==> src/rtl/pst_pkg.sv <==
package pst_pkg;
    // register offsets above the memory window
    localparam int OFS_CONF  = 0;
    localparam int OFS_LIMIT = 1;
    localparam int OFS_ENA   = 2;
    localparam int OFS_CLR   = 3;

    // bits of the configuration register
    localparam int CONF_CONT     = 0;
    localparam int CONF_IDLE_LVL = 1;
    localparam int CONF_IDLE_EN  = 2;

    // status bit positions
    localparam int ST_END = 0;
    localparam int ST_THR = 1;

    // item layout
    localparam int ITEM_W     = 16;
    localparam int ITEM_DUR_W = 15;
endpackage

==> src/rtl/pst_tick_gen.sv <==
module pst_tick_gen #(
    parameter int PRESCALE = 5
) (
    input  logic clk,
    input  logic rst_n,
    input  logic run,
    input  logic clr,
    output logic tick
);
    localparam int CW = (PRESCALE > 1) ? $clog2(PRESCALE) : 1;
    localparam logic [CW-1:0] LAST = CW'(PRESCALE - 1);

    logic [CW-1:0] cnt_d, cnt_q;

    always_comb begin
        cnt_d = cnt_q;
        if (clr) begin
            cnt_d = '0;
        end else if (run) begin
            cnt_d = (cnt_q == LAST) ? '0 : cnt_q + CW'(1);
        end
    end

    always_ff @(posedge clk) begin
        if (!rst_n) cnt_q <= '0;
        else        cnt_q <= cnt_d;
    end

    assign tick = run && !clr && (cnt_q == LAST);
endmodule

==> src/rtl/pst_item_mem.sv <==
module pst_item_mem #(
    parameter int WORDS = 48
) (
    input  logic                                  clk,
    input  logic                                  rst_n,
    input  logic                                  we,
    input  logic [$clog2(WORDS)-1:0]              waddr,
    input  logic [31:0]                           wdata,
    input  logic [$clog2(WORDS)-1:0]              ra_a,
    input  logic                                  ra_a_hi,
    output logic [pst_pkg::ITEM_W-1:0]            item_a,
    input  logic [$clog2(WORDS)-1:0]              ra_b,
    input  logic                                  ra_b_hi,
    output logic [pst_pkg::ITEM_DUR_W-1:0]        dur_b
);
    import pst_pkg::*;

    logic [31:0] mem_q [WORDS];
    logic [31:0] word_a, word_b;

    always_ff @(posedge clk) begin
        if (!rst_n) begin
            for (int i = 0; i < WORDS; i++) mem_q[i] <= '0;
        end else if (we) begin
            mem_q[waddr] <= wdata;
        end
    end

    assign word_a = mem_q[ra_a];
    assign word_b = mem_q[ra_b];
    assign item_a = ra_a_hi ? word_a[31:16] : word_a[15:0];
    assign dur_b  = ra_b_hi ? word_b[16+ITEM_DUR_W-1:16] : word_b[ITEM_DUR_W-1:0];
endmodule

==> src/rtl/pst_cfg_regs.sv <==
module pst_cfg_regs #(
    parameter int ADDR_W = 7,
    parameter int CNT_W  = 7
) (
    input  logic              clk,
    input  logic              rst_n,
    input  logic              we,
    input  logic [ADDR_W-1:0] addr,
    input  logic [CNT_W-1:0]  wdata,
    input  logic              update,
    output logic              cont_act,
    output logic              idle_lvl_act,
    output logic              idle_en_act,
    output logic [CNT_W-1:0]  limit_act,
    output logic [1:0]        irq_ena,
    output logic [1:0]        clr_mask
);
    import pst_pkg::*;

    localparam int REG_BASE = 1 << (ADDR_W - 1);
    localparam logic [ADDR_W-1:0] A_CONF  = ADDR_W'(REG_BASE + OFS_CONF);
    localparam logic [ADDR_W-1:0] A_LIMIT = ADDR_W'(REG_BASE + OFS_LIMIT);
    localparam logic [ADDR_W-1:0] A_ENA   = ADDR_W'(REG_BASE + OFS_ENA);
    localparam logic [ADDR_W-1:0] A_CLR   = ADDR_W'(REG_BASE + OFS_CLR);

    typedef struct packed {
        logic [2:0]       conf_sh;
        logic [CNT_W-1:0] limit_sh;
        logic [2:0]       conf_act;
        logic [CNT_W-1:0] limit_act;
        logic [1:0]       ena;
    } cfg_t;

    cfg_t cfg_d, cfg_q;

    always_comb begin
        cfg_d = cfg_q;
        if (we && addr == A_CONF)  cfg_d.conf_sh  = wdata[2:0];
        if (we && addr == A_LIMIT) cfg_d.limit_sh = wdata;
        if (we && addr == A_ENA)   cfg_d.ena      = wdata[1:0];
        if (update) begin
            cfg_d.conf_act  = cfg_q.conf_sh;
            cfg_d.limit_act = cfg_q.limit_sh;
        end
    end

    always_ff @(posedge clk) begin
        if (!rst_n) cfg_q <= '0;
        else        cfg_q <= cfg_d;
    end

    assign cont_act     = cfg_q.conf_act[CONF_CONT];
    assign idle_lvl_act = cfg_q.conf_act[CONF_IDLE_LVL];
    assign idle_en_act  = cfg_q.conf_act[CONF_IDLE_EN];
    assign limit_act    = cfg_q.limit_act;
    assign irq_ena      = cfg_q.ena;
    assign clr_mask     = (we && addr == A_CLR) ? wdata[1:0] : 2'b00;
endmodule

==> src/rtl/pulse_seq_tx.sv <==
module pulse_seq_tx #(
    parameter int MEM_WORDS = 48,
    parameter int PRESCALE  = 5
) (
    input  logic                         clk,
    input  logic                         rst_n,
    input  logic                         host_we,
    input  logic [$clog2(MEM_WORDS):0]   host_addr,
    input  logic [31:0]                  host_wdata,
    input  logic                         cfg_update,
    input  logic                         tx_start,
    input  logic                         rd_rst,
    output logic                         pin_out,
    output logic                         irq,
    output logic [1:0]                   irq_status
);
    import pst_pkg::*;

    localparam int PTR_W  = $clog2(MEM_WORDS);
    localparam int ADDR_W = PTR_W + 1;
    localparam int CNT_W  = PTR_W + 1;
    localparam logic [PTR_W-1:0] LAST_WORD = PTR_W'(MEM_WORDS - 1);

    typedef struct packed {
        logic                  run;
        logic [PTR_W-1:0]      ptr;
        logic                  hi;
        logic [ITEM_DUR_W-1:0] tcnt;
        logic [CNT_W-1:0]      words;
        logic [1:0]            st;
    } state_t;

    state_t state_d, state_q;

    logic                  tick;
    logic                  cont_act, idle_lvl_act, idle_en_act;
    logic [CNT_W-1:0]      limit_act;
    logic [1:0]            irq_ena, clr_mask;
    logic [ITEM_W-1:0]     cur_item;
    logic [ITEM_DUR_W-1:0] cur_dur, next_dur;
    logic [PTR_W-1:0]      nptr;
    logic                  nhi;
    logic                  mem_we;

    // address of the item after the current one
    assign nhi  = !state_q.hi;
    assign nptr = state_q.hi ? ((state_q.ptr == LAST_WORD) ? '0 : state_q.ptr + PTR_W'(1))
                             : state_q.ptr;

    assign mem_we = host_we && (host_addr < ADDR_W'(MEM_WORDS));

    pst_item_mem #(.WORDS(MEM_WORDS)) u_mem (
        .clk     (clk),
        .rst_n   (rst_n),
        .we      (mem_we),
        .waddr   (host_addr[PTR_W-1:0]),
        .wdata   (host_wdata),
        .ra_a    (state_q.ptr),
        .ra_a_hi (state_q.hi),
        .item_a  (cur_item),
        .ra_b    (nptr),
        .ra_b_hi (nhi),
        .dur_b   (next_dur)
    );

    pst_cfg_regs #(.ADDR_W(ADDR_W), .CNT_W(CNT_W)) u_cfg (
        .clk          (clk),
        .rst_n        (rst_n),
        .we           (host_we),
        .addr         (host_addr),
        .wdata        (host_wdata[CNT_W-1:0]),
        .update       (cfg_update),
        .cont_act     (cont_act),
        .idle_lvl_act (idle_lvl_act),
        .idle_en_act  (idle_en_act),
        .limit_act    (limit_act),
        .irq_ena      (irq_ena),
        .clr_mask     (clr_mask)
    );

    pst_tick_gen #(.PRESCALE(PRESCALE)) u_tick (
        .clk   (clk),
        .rst_n (rst_n),
        .run   (state_q.run),
        .clr   (tx_start || rd_rst),
        .tick  (tick)
    );

    assign cur_dur = cur_item[ITEM_DUR_W-1:0];

    logic             thr_ev, end_ev;
    logic [CNT_W-1:0] words_n;

    always_comb begin
        state_d = state_q;
        thr_ev  = 1'b0;
        end_ev  = 1'b0;
        words_n = state_q.hi ? state_q.words + CNT_W'(1) : state_q.words;

        if (tx_start) begin
            state_d.run   = 1'b1;
            state_d.ptr   = '0;
            state_d.hi    = 1'b0;
            state_d.tcnt  = '0;
            state_d.words = '0;
        end else if (rd_rst) begin
            state_d.ptr   = '0;
            state_d.hi    = 1'b0;
            state_d.tcnt  = '0;
            state_d.words = '0;
        end else if (state_q.run) begin
            if (cur_dur == '0) begin
                // only reachable if playback lands on a marker at word 0
                state_d.run = 1'b0;
                end_ev      = 1'b1;
            end else if (tick) begin
                if (state_q.tcnt + ITEM_DUR_W'(1) == cur_dur) begin
                    state_d.tcnt = '0;
                    if (state_q.hi && words_n == limit_act) thr_ev = 1'b1;
                    if (next_dur == '0) begin
                        if (cont_act) begin
                            state_d.ptr   = '0;
                            state_d.hi    = 1'b0;
                            state_d.words = '0;
                        end else begin
                            state_d.run = 1'b0;
                            end_ev      = 1'b1;
                        end
                    end else begin
                        state_d.ptr   = nptr;
                        state_d.hi    = nhi;
                        state_d.words = (state_q.hi && nptr == '0) ? '0 : words_n;
                    end
                end else begin
                    state_d.tcnt = state_q.tcnt + ITEM_DUR_W'(1);
                end
            end
        end

        state_d.st = (state_q.st & ~clr_mask);
        if (end_ev) state_d.st[ST_END] = 1'b1;
        if (thr_ev) state_d.st[ST_THR] = 1'b1;
    end

    always_ff @(posedge clk) begin
        if (!rst_n) state_q <= '0;
        else        state_q <= state_d;
    end

    assign pin_out    = state_q.run ? cur_item[ITEM_W-1] : (idle_en_act && idle_lvl_act);
    assign irq        = |(state_q.st & irq_ena);
    assign irq_status = state_q.st;
endmodule

==> config.mk <==
export PLATFORM = sky130hd
export DESIGN_NAME = pulse_seq_tx
export DESIGN_NICKNAME = d
export VERILOG_FILES = /design/src/rtl/pst_pkg.sv /design/src/rtl/pst_tick_gen.sv /design/src/rtl/pst_item_mem.sv /design/src/rtl/pst_cfg_regs.sv /design/src/rtl/pulse_seq_tx.sv
export SDC_FILE = /design/constraint.sdc
export NUM_CORES = 2
export LEC_CHECK = 0
export BUFFER_PORTS_ARGS = -buffer_cell sky130_fd_sc_hd__buf_4
export CAP_MARGIN = 10
export CELL_PAD_IN_SITES_DETAIL_PLACEMENT = 1
export CELL_PAD_IN_SITES_GLOBAL_PLACEMENT = 1
export CORE_AREA = 4 4 500 502
export CTS_CLUSTER_DIAMETER = 60
export CTS_CLUSTER_SIZE = 24
export DETAILED_ROUTE_END_ITERATION = 16
export DIE_AREA = 0 0 504 506
export MAX_ROUTING_LAYER = met4
export PLACE_DENSITY_LB_ADDON = 0.1
export SYNTH_ARGS = -nofsm -noshare
export SYNTH_HDL_FRONTEND = slang
export SYNTH_HIERARCHICAL = 1
export SYNTH_SLANG_ARGS = --single-unit
==> constraint.sdc <==
create_clock -name clk -period 4.7 [get_ports clk]
set_clock_uncertainty 0.15 [all_clocks]
set_input_delay 0.47 -clock clk [delete_from_list [all_inputs] [get_ports clk]]
set_output_delay 0.47 -clock clk [all_outputs]
set_load 0.1 [all_outputs]
-- Word-level counts from Yosys, hierarchy flattened
Memory sizes are Yosys's and may differ from the RTL's. A register that Yosys moved wholly into a read port is not among the register bits.
Cells that the tools add are included.
- $add $sub $neg: 4
- order comparisons: 1
- eq/ne operators: 10
- mux-type cells: 50
- bitwise gates (word level): 5
- reductions and logical operators: 22
- operator list (operator ; count):
    2-to-1 mux 30 bit ; 3
    2-to-1 mux 29 bit ; 2
    2-to-1 mux 7 bit ; 6
    2-to-1 mux 32 bit ; 1
    OR reduction 32 bit ; 1
    zero test 15 bit ; 2
    2-to-1 mux 15 bit ; 2
    2-to-1 mux 6 bit ; 5
    equality test 7 bit, second input constant ; 4
    2-to-1 mux 1 bit ; 27
    2-to-1 mux 16 bit ; 1
    adder 15 x 1 -> 15 bit, second input constant ; 1
    equality test 15 bit ; 1
    logical AND 1 bit ; 10
    2-to-1 mux 8 bit ; 1
    adder 7 x 1 -> 7 bit, second input constant ; 1
    equality test 7 bit ; 1
    < comparator 7 x 6 -> 1 bit, second input constant ; 1
    adder 6 x 1 -> 6 bit, second input constant ; 1
    equality test 6 bit, second input constant ; 1
    zero test 6 bit ; 1
    AND reduction 5 bit ; 1
    AND 2 bit ; 2
    OR reduction 2 bit ; 2
    other kinds (12) ; 14
- register bits after elaboration: 57
- bits in writable memories: 1536
- word-level logic and storage cells: 105
- memories kept: 1
- memory list (name ; depth ; bits a word ; rd ports ; clocked after memory_dff ; wr ports ; RTL line ; RTL):
    u_mem.mem_q ; 48 ; 32 ; 2 ; 1 ; 48 ; pst_item_mem.sv:18 ; logic [31:0] mem_q [WORDS];

-- Logic depth before layout (Yosys ltp)
An unclocked memory read counts as a cell.
- depth after elaboration: 14
- gate-level depth with buffers: 20
- gate-level depth less buffers: 16

-- Hierarchy
The synthesis kept the hierarchy.
- by module, submodules not included (module ; times used ; cells an instance ; area an instance (µm²)):
    pst_item_mem ; 1 ; 5676 ; 103863.4
    pulse_seq_tx ; 1 ; 323 ; 2546.2
    pst_cfg_regs ; 1 ; 97 ; 987.2
    pst_tick_gen ; 1 ; 19 ; 161.4

-- Worst setup path after synthesis
No wires, ideal clock.
- path type: reg2reg
- start: register state_q[24] in the netlist's numbering
- end: register state_q[2] in the netlist's numbering
- arrival time: 4.636 ns
- required time: 4.436 ns
- path slack: -0.200 ns
- stages on the path, launching flop included: 17
- clock period less this slack: 4.900 ns
- cells stage by stage: dfxtp_1 > clkbuf_1 > mux2_2 > clkbuf_1 > buf_2 > buf_1 > mux4_2 > mux4_2 > mux4_2 > mux2_2 > nor4_1 > nand4_1 > nand3_1 > nor4_1 > nand3b_1 > a21oi_1 > a21o_1
- longest elaborated chain between the ends: 6
- elaborated cells between the ends (all ways): 15
- ends and longest elaborated chain (item ; RTL line ; RTL):
    start: declaration ; pulse_seq_tx.sv:33 ; state_t state_d, state_q;
    start signal: assignment ; pulse_seq_tx.sv:147 ; else state_q <= state_d;
    2-to-1 mux 6 bit (*) ; pulse_seq_tx.sv:47 ; assign nptr = state_q.hi ? ((state_q.ptr == LAST_WORD) ? '0 : state_q.ptr + PTR_W'(1))
    net nptr[0] ; pulse_seq_tx.sv:41 ; logic [PTR_W-1:0] nptr;
    memory read (48 x 32 bit) (*) ; - ;
    2-to-1 mux 15 bit (*) ; pst_item_mem.sv:32 ; assign dur_b = ra_b_hi ? word_b[16+ITEM_DUR_W-1:16] : word_b[ITEM_DUR_W-1:0];
    net next_dur[2] ; pulse_seq_tx.sv:40 ; logic [ITEM_DUR_W-1:0] cur_dur, next_dur;
    zero test 15 bit (*) ; pulse_seq_tx.sv:120 ; if (next_dur == '0) begin
    != test 2 x 1 -> 1 bit (no line) ; - ;
    AND reduction 5 bit (no line) ; - ;
The timed path passes the listed nets; every way through them passes the cells marked *.
A chain may end at the register's enable or synchronous reset.

-- Final worst setup path
- start: register state_q[25] in the netlist's numbering
- end: register state_q[5] in the netlist's numbering
- longest elaborated chain between the ends: 8
- elaborated cells between the ends (all ways): 13
- ends and longest elaborated chain (item ; RTL line):
    adder 6 x 1 -> 6 bit / equality test 6 bit (equally long branches) ; pulse_seq_tx.sv:47
    2-to-1 mux 6 bit ; pulse_seq_tx.sv:47
    2-to-1 mux 6 bit (*) ; pulse_seq_tx.sv:47
    net nptr[0] ; pulse_seq_tx.sv:41
    memory read (48 x 32 bit) (*) ; -
    2-to-1 mux 15 bit (*) ; pst_item_mem.sv:32
    net next_dur[10] ; pulse_seq_tx.sv:40
    zero test 15 bit (*) ; pulse_seq_tx.sv:120
    != test 2 x 1 -> 1 bit (no line) ; -
    AND reduction 5 bit (no line) ; -
Marks and branches as above.

==> impl_summary.txt <==
----------------------------------------------------
[Floorplan]
  Width of the die ... 504 um
  Placeable core region ... roughly 250000 um2
  Num rows ... 182
  Ports placed on the boundary ... 49
  Die height ... 506 um
  Die area ... around 260000 um2
  Initial Utilization ... 0.439

[Global routing]
  Initial antenna violation count ... between 60 and 70
  Vias in the first global route ... 66185
  Maximum number of pins on one net before global-route repair ... 67
  Overflow left after global routing ... 0
  Wire length of the first global-routing pass ... 542000 um
  Total GRT Usage ... 0.316

[Final layout]
  Total area of multi-input combinational cells ... ~44000 um2
  Layout Area Growth over Synthesis ... 16.2%
  Commonest cells after routing, fill and taps aside ... edfxtp_1, and2_1, mux4_2
  Share of final-layout standard cells stronger than drive strength 1 ... 0.393
  Leading cell type in the layout, fill and taps excluded ... edfxtp_1
  Storage cell area ... 62700 um2
  Count of nets after finishing ... 6376
  Fill cell total of the finished layout ... 21878

[Power]
  Power after layout ... 0.0400 W
  Power density over the cells ... 320 nW/um2
  Clock power share ... 0.405
  Peak supply drop ... 0.286 mV
  Leakage power figure ... about 39 nW
  Internal power contribution ... 0.0299 W
  Fraction of power spent switching nets ... 0.252
  Switching power ... 0.0101 W
  Comb power frac ... 0.055
  Share of power burned in registers ... 0.540

[Synthesis]
  Unique cell type count in the Yosys netlist ... 75
  Cell type contributing the most total cell area after synthesis ... edfxtp_1
  Share of the synthesized area in the top cell type ... 0.572
  Post-Synthesis Mean Instance Area ... 17.6 um2
  Number of enable flip-flop cells after synthesis ... around 2000
  Mapped Area ... 108000 um2
  Sequential share of the synthesized area ... 0.582
  Post-Synthesis Cells ... 6115
  Flip-flop and latch count after synthesis ... 2105
  Ranking of synthesized cells by area ... edfxtp_1, mux4_2, and2_1, clkbuf_1, dfxtp_1
  Synthesized net count ... 6165
  Commonest register cell after synthesis ... edfxtp_1
  Ys async rst share ... 0
  Yosys warning count ... 6

[Status]
  Failing checks ... negative setup slack
  Outcome ... finished with violations

[Timing]
  PnR worst setup slack ... -1.03 ns
  Fin crit period ... 5.73 ns
  Final hold violations ... 0
  Setup TNS ... -25.90 ns
  Headroom to the max-slew limit ... 0.0983
  Slew at the pin closest to its max-slew limit ... 1.35 ns
  Number of max-slew violations in the final report ... 0
  Unrepaired setup endpoints after global routing ... true
  Max Clk Rate ... 175 MHz
  Setup-violating endpoint count in the final report ... 33
  Period utilisation layout ... 1.22

[Setup path]
  Arrival time at the worst endpoint ... 6.34 ns
  Largest fanout on the critical path ... 8
  Critical path launch point type ... flip-flop
  Kind of capture point of the worst setup path ... flip-flop
  Setup CP Type ... flip-flop to flip-flop
  Crit path required time ... 5.31 ns

[Detailed routing]
  Overall via count from detail_route ... 64913
  Total routed wirelength ... 394000 um
  # DRC ... 0
  Drt pass-1 iters ... 5
  Remaining number of nets flagged by the antenna check after routing ... 0
  Routed vias/inst ... 6.67
  WL per Instance ... about 40 um
  Violation count after the first detailed-routing iteration ... 9400

[Run]
  Max capacitance violation total ... 0

[Placed design]
  Post-detailed-placement half-perimeter wirelength ... around 230000 um
  Port-buffer cells ... 48
  Global placer's final weighted congestion ... 0.870

[CTS]
  Cell at the root of the clock tree ... clkbuf_16
  Clock latency on the worst-skew pair ... 0.89 ns
  Clock tree from TritonCTS ... built
  Sinks on Clock Net ... 2105
  CTS buffer count ... approximately 180
  Clock Path Buffers ... 3
  Number of H-tree levels ... 4
  Clock-pin slew of the registers on the worst-case setup and hold paths ... 0.09 ns

[Min path]
  Path type of the worst min-delay path ... input port to flip-flop

----------------------------------------------------
[cells by family after synthesis]
kind of cell,share of synthesized area
fa+ha+maj,0.000582
compound gates,0.00742
simple gates,0.104
xor+xnor,0.00218
buf+inv,0.0246
flops,0.582
mux,0.279
[metrics by stage]
step	cells	util	hold slack, ns	setup WS [ns]	area [um2]
2_1_floorplan	6115	-	0.288	0.00539	108000
3_3_place_gp	9252	0.474	0.294	-1.84	116000
3_5_place_dp	9252	0.474	0.311	-1.77	116000
4_1_cts	9685	0.508	0.000567	-0.856	125000
5_1_grt	9722	0.510	0.0367	-1.00	125000
6_report	9738	0.510	0.0508	-1.03	125000
[worst paths after layout]
| check | startpoint | endpoint | cells past startpoint | slack, ns |
|---|---|---|---|---|
| worst max-delay path | state_q[25]$_SDFFE_PP0P_ | state_q[5]$_SDFFE_PP0P_ | 23 | -1.03 |
| worst min-delay path | host_wdata[14] | u_mem/mem_q[48][14]$_DFFE_PP_ | 1 | 0.05 |
| worst max register to register | state_q[25]$_SDFFE_PP0P_ | state_q[5]$_SDFFE_PP0P_ | 23 | -1.03 |
| worst min register to register | u_cfg/cfg_q[12]$_SDFFE_PN0P_ | u_cfg/cfg_q[12]$_SDFFE_PN0P_ | 2 | 0.32 |
[repair_timing]
action                                 in CTS  in global routing
resized for setup                         167                 42
hold buffers                               13                  0
buffers inserted                           73                 22
endpoints found under the hold margin      71                  0
setup endpoints to repair                  33                 33
pin swaps                                  41                 36
gates cloned                               16                  1
[power by group through the flow]
stage          combinational [W]  clock [W]  sequential, W
2_1_floorplan            0.00105          0         0.0219
3_3_place_gp             0.00210          0         0.0220
3_5_place_dp             0.00212          0         0.0220
4_1_cts                  0.00216     0.0165         0.0216
5_1_grt                  0.00225     0.0173         0.0217
6_report                 0.00220     0.0162         0.0216
[registers in the layout, indices dropped and copies added (netlist names)]
signal	cells
state_q	30
u_mem/mem_q	2048
u_cfg/limit_act	7
u_tick/cnt_q	3
u_cfg/cfg_q	10
u_cfg/cont_act	1
u_cfg/idle_en_act	1
irq_status	2
u_cfg/irq_ena	2
u_cfg/idle_lvl_act	1
[critical path: stages (launching register included)]
cell and delay (ns):
dfxtp_4 0.39, ha_4 0.15, nand3_4 0.08, nor3b_4 0.25
nor2_2 0.07, mux2_8 0.34, buf_12 0.17, buf_16 0.16
buf_12 0.16, buf_16 0.15, mux4_2 0.42, mux4_2 0.60
mux4_2 0.64, mux2_4 0.34, nor3_4 0.28, nand4_1 0.28
buf_6 0.23, buf_6 0.12, nand3_4 0.09, nor4_4 0.04
nand3b_1 0.11, buf_6 0.15, a21oi_2 0.04, a21o_1 0.15
[synthesized netlist by cell type, types with 4 or more instances]
| cell type | number |
|---|---|
| and2_1 | 1545 |
| nor3b_1 | 6 |
| xnor2_1 | 14 |
| or2_2 | 10 |
| buf_2 | 81 |
| edfxtp_1 | 2048 |
| nor2b_1 | 14 |
| nand3b_1 | 9 |
| a21oi_1 | 23 |
| a21o_1 | 6 |
| buf_4 | 16 |
| xor2_1 | 9 |
| nand2_1 | 65 |
| ha_1 | 5 |
| nand4_1 | 10 |
| dfxtp_1 | 57 |
| nand3_1 | 19 |
| o21ai_0 | 66 |
| mux2_2 | 34 |
| clkbuf_1 | 493 |
| nor2_1 | 83 |
| mux4_2 | 1302 |
| nor3_1 | 15 |
| buf_1 | 54 |
| o2111ai_1 | 4 |
| nand2b_1 | 7 |
| mux2i_1 | 26 |
| nor4_1 | 13 |
| or3b_2 | 4 |
| inv_1 | 7 |
| a22o_1 | 7 |
[final cells by class]
class	count	area share
tap	3220	0.0322
antenna	37	0.000741
sequential	2105	0.501
inverter	7	0.000210
clock inverter	153	0.0148
clock buffer	180	0.0357
multi-input combinational	3357	0.352
timing repair buffer	679	0.0633
[metal layers]
metal / wire (um) / global-route usage / vias to the layer above / share of wire
met4: 13400 / 0.0941 / 0 / 0.034
met2: 180000 / 0.471 / 3840 / 0.46
li1: - / - / 24883 / -
met1: 157000 / 0.441 / 35524 / 0.40
met5: 0 / - / - / 0
met3: 42600 / 0.0656 / 666 / 0.11
(Power assumes the default switching activity.)
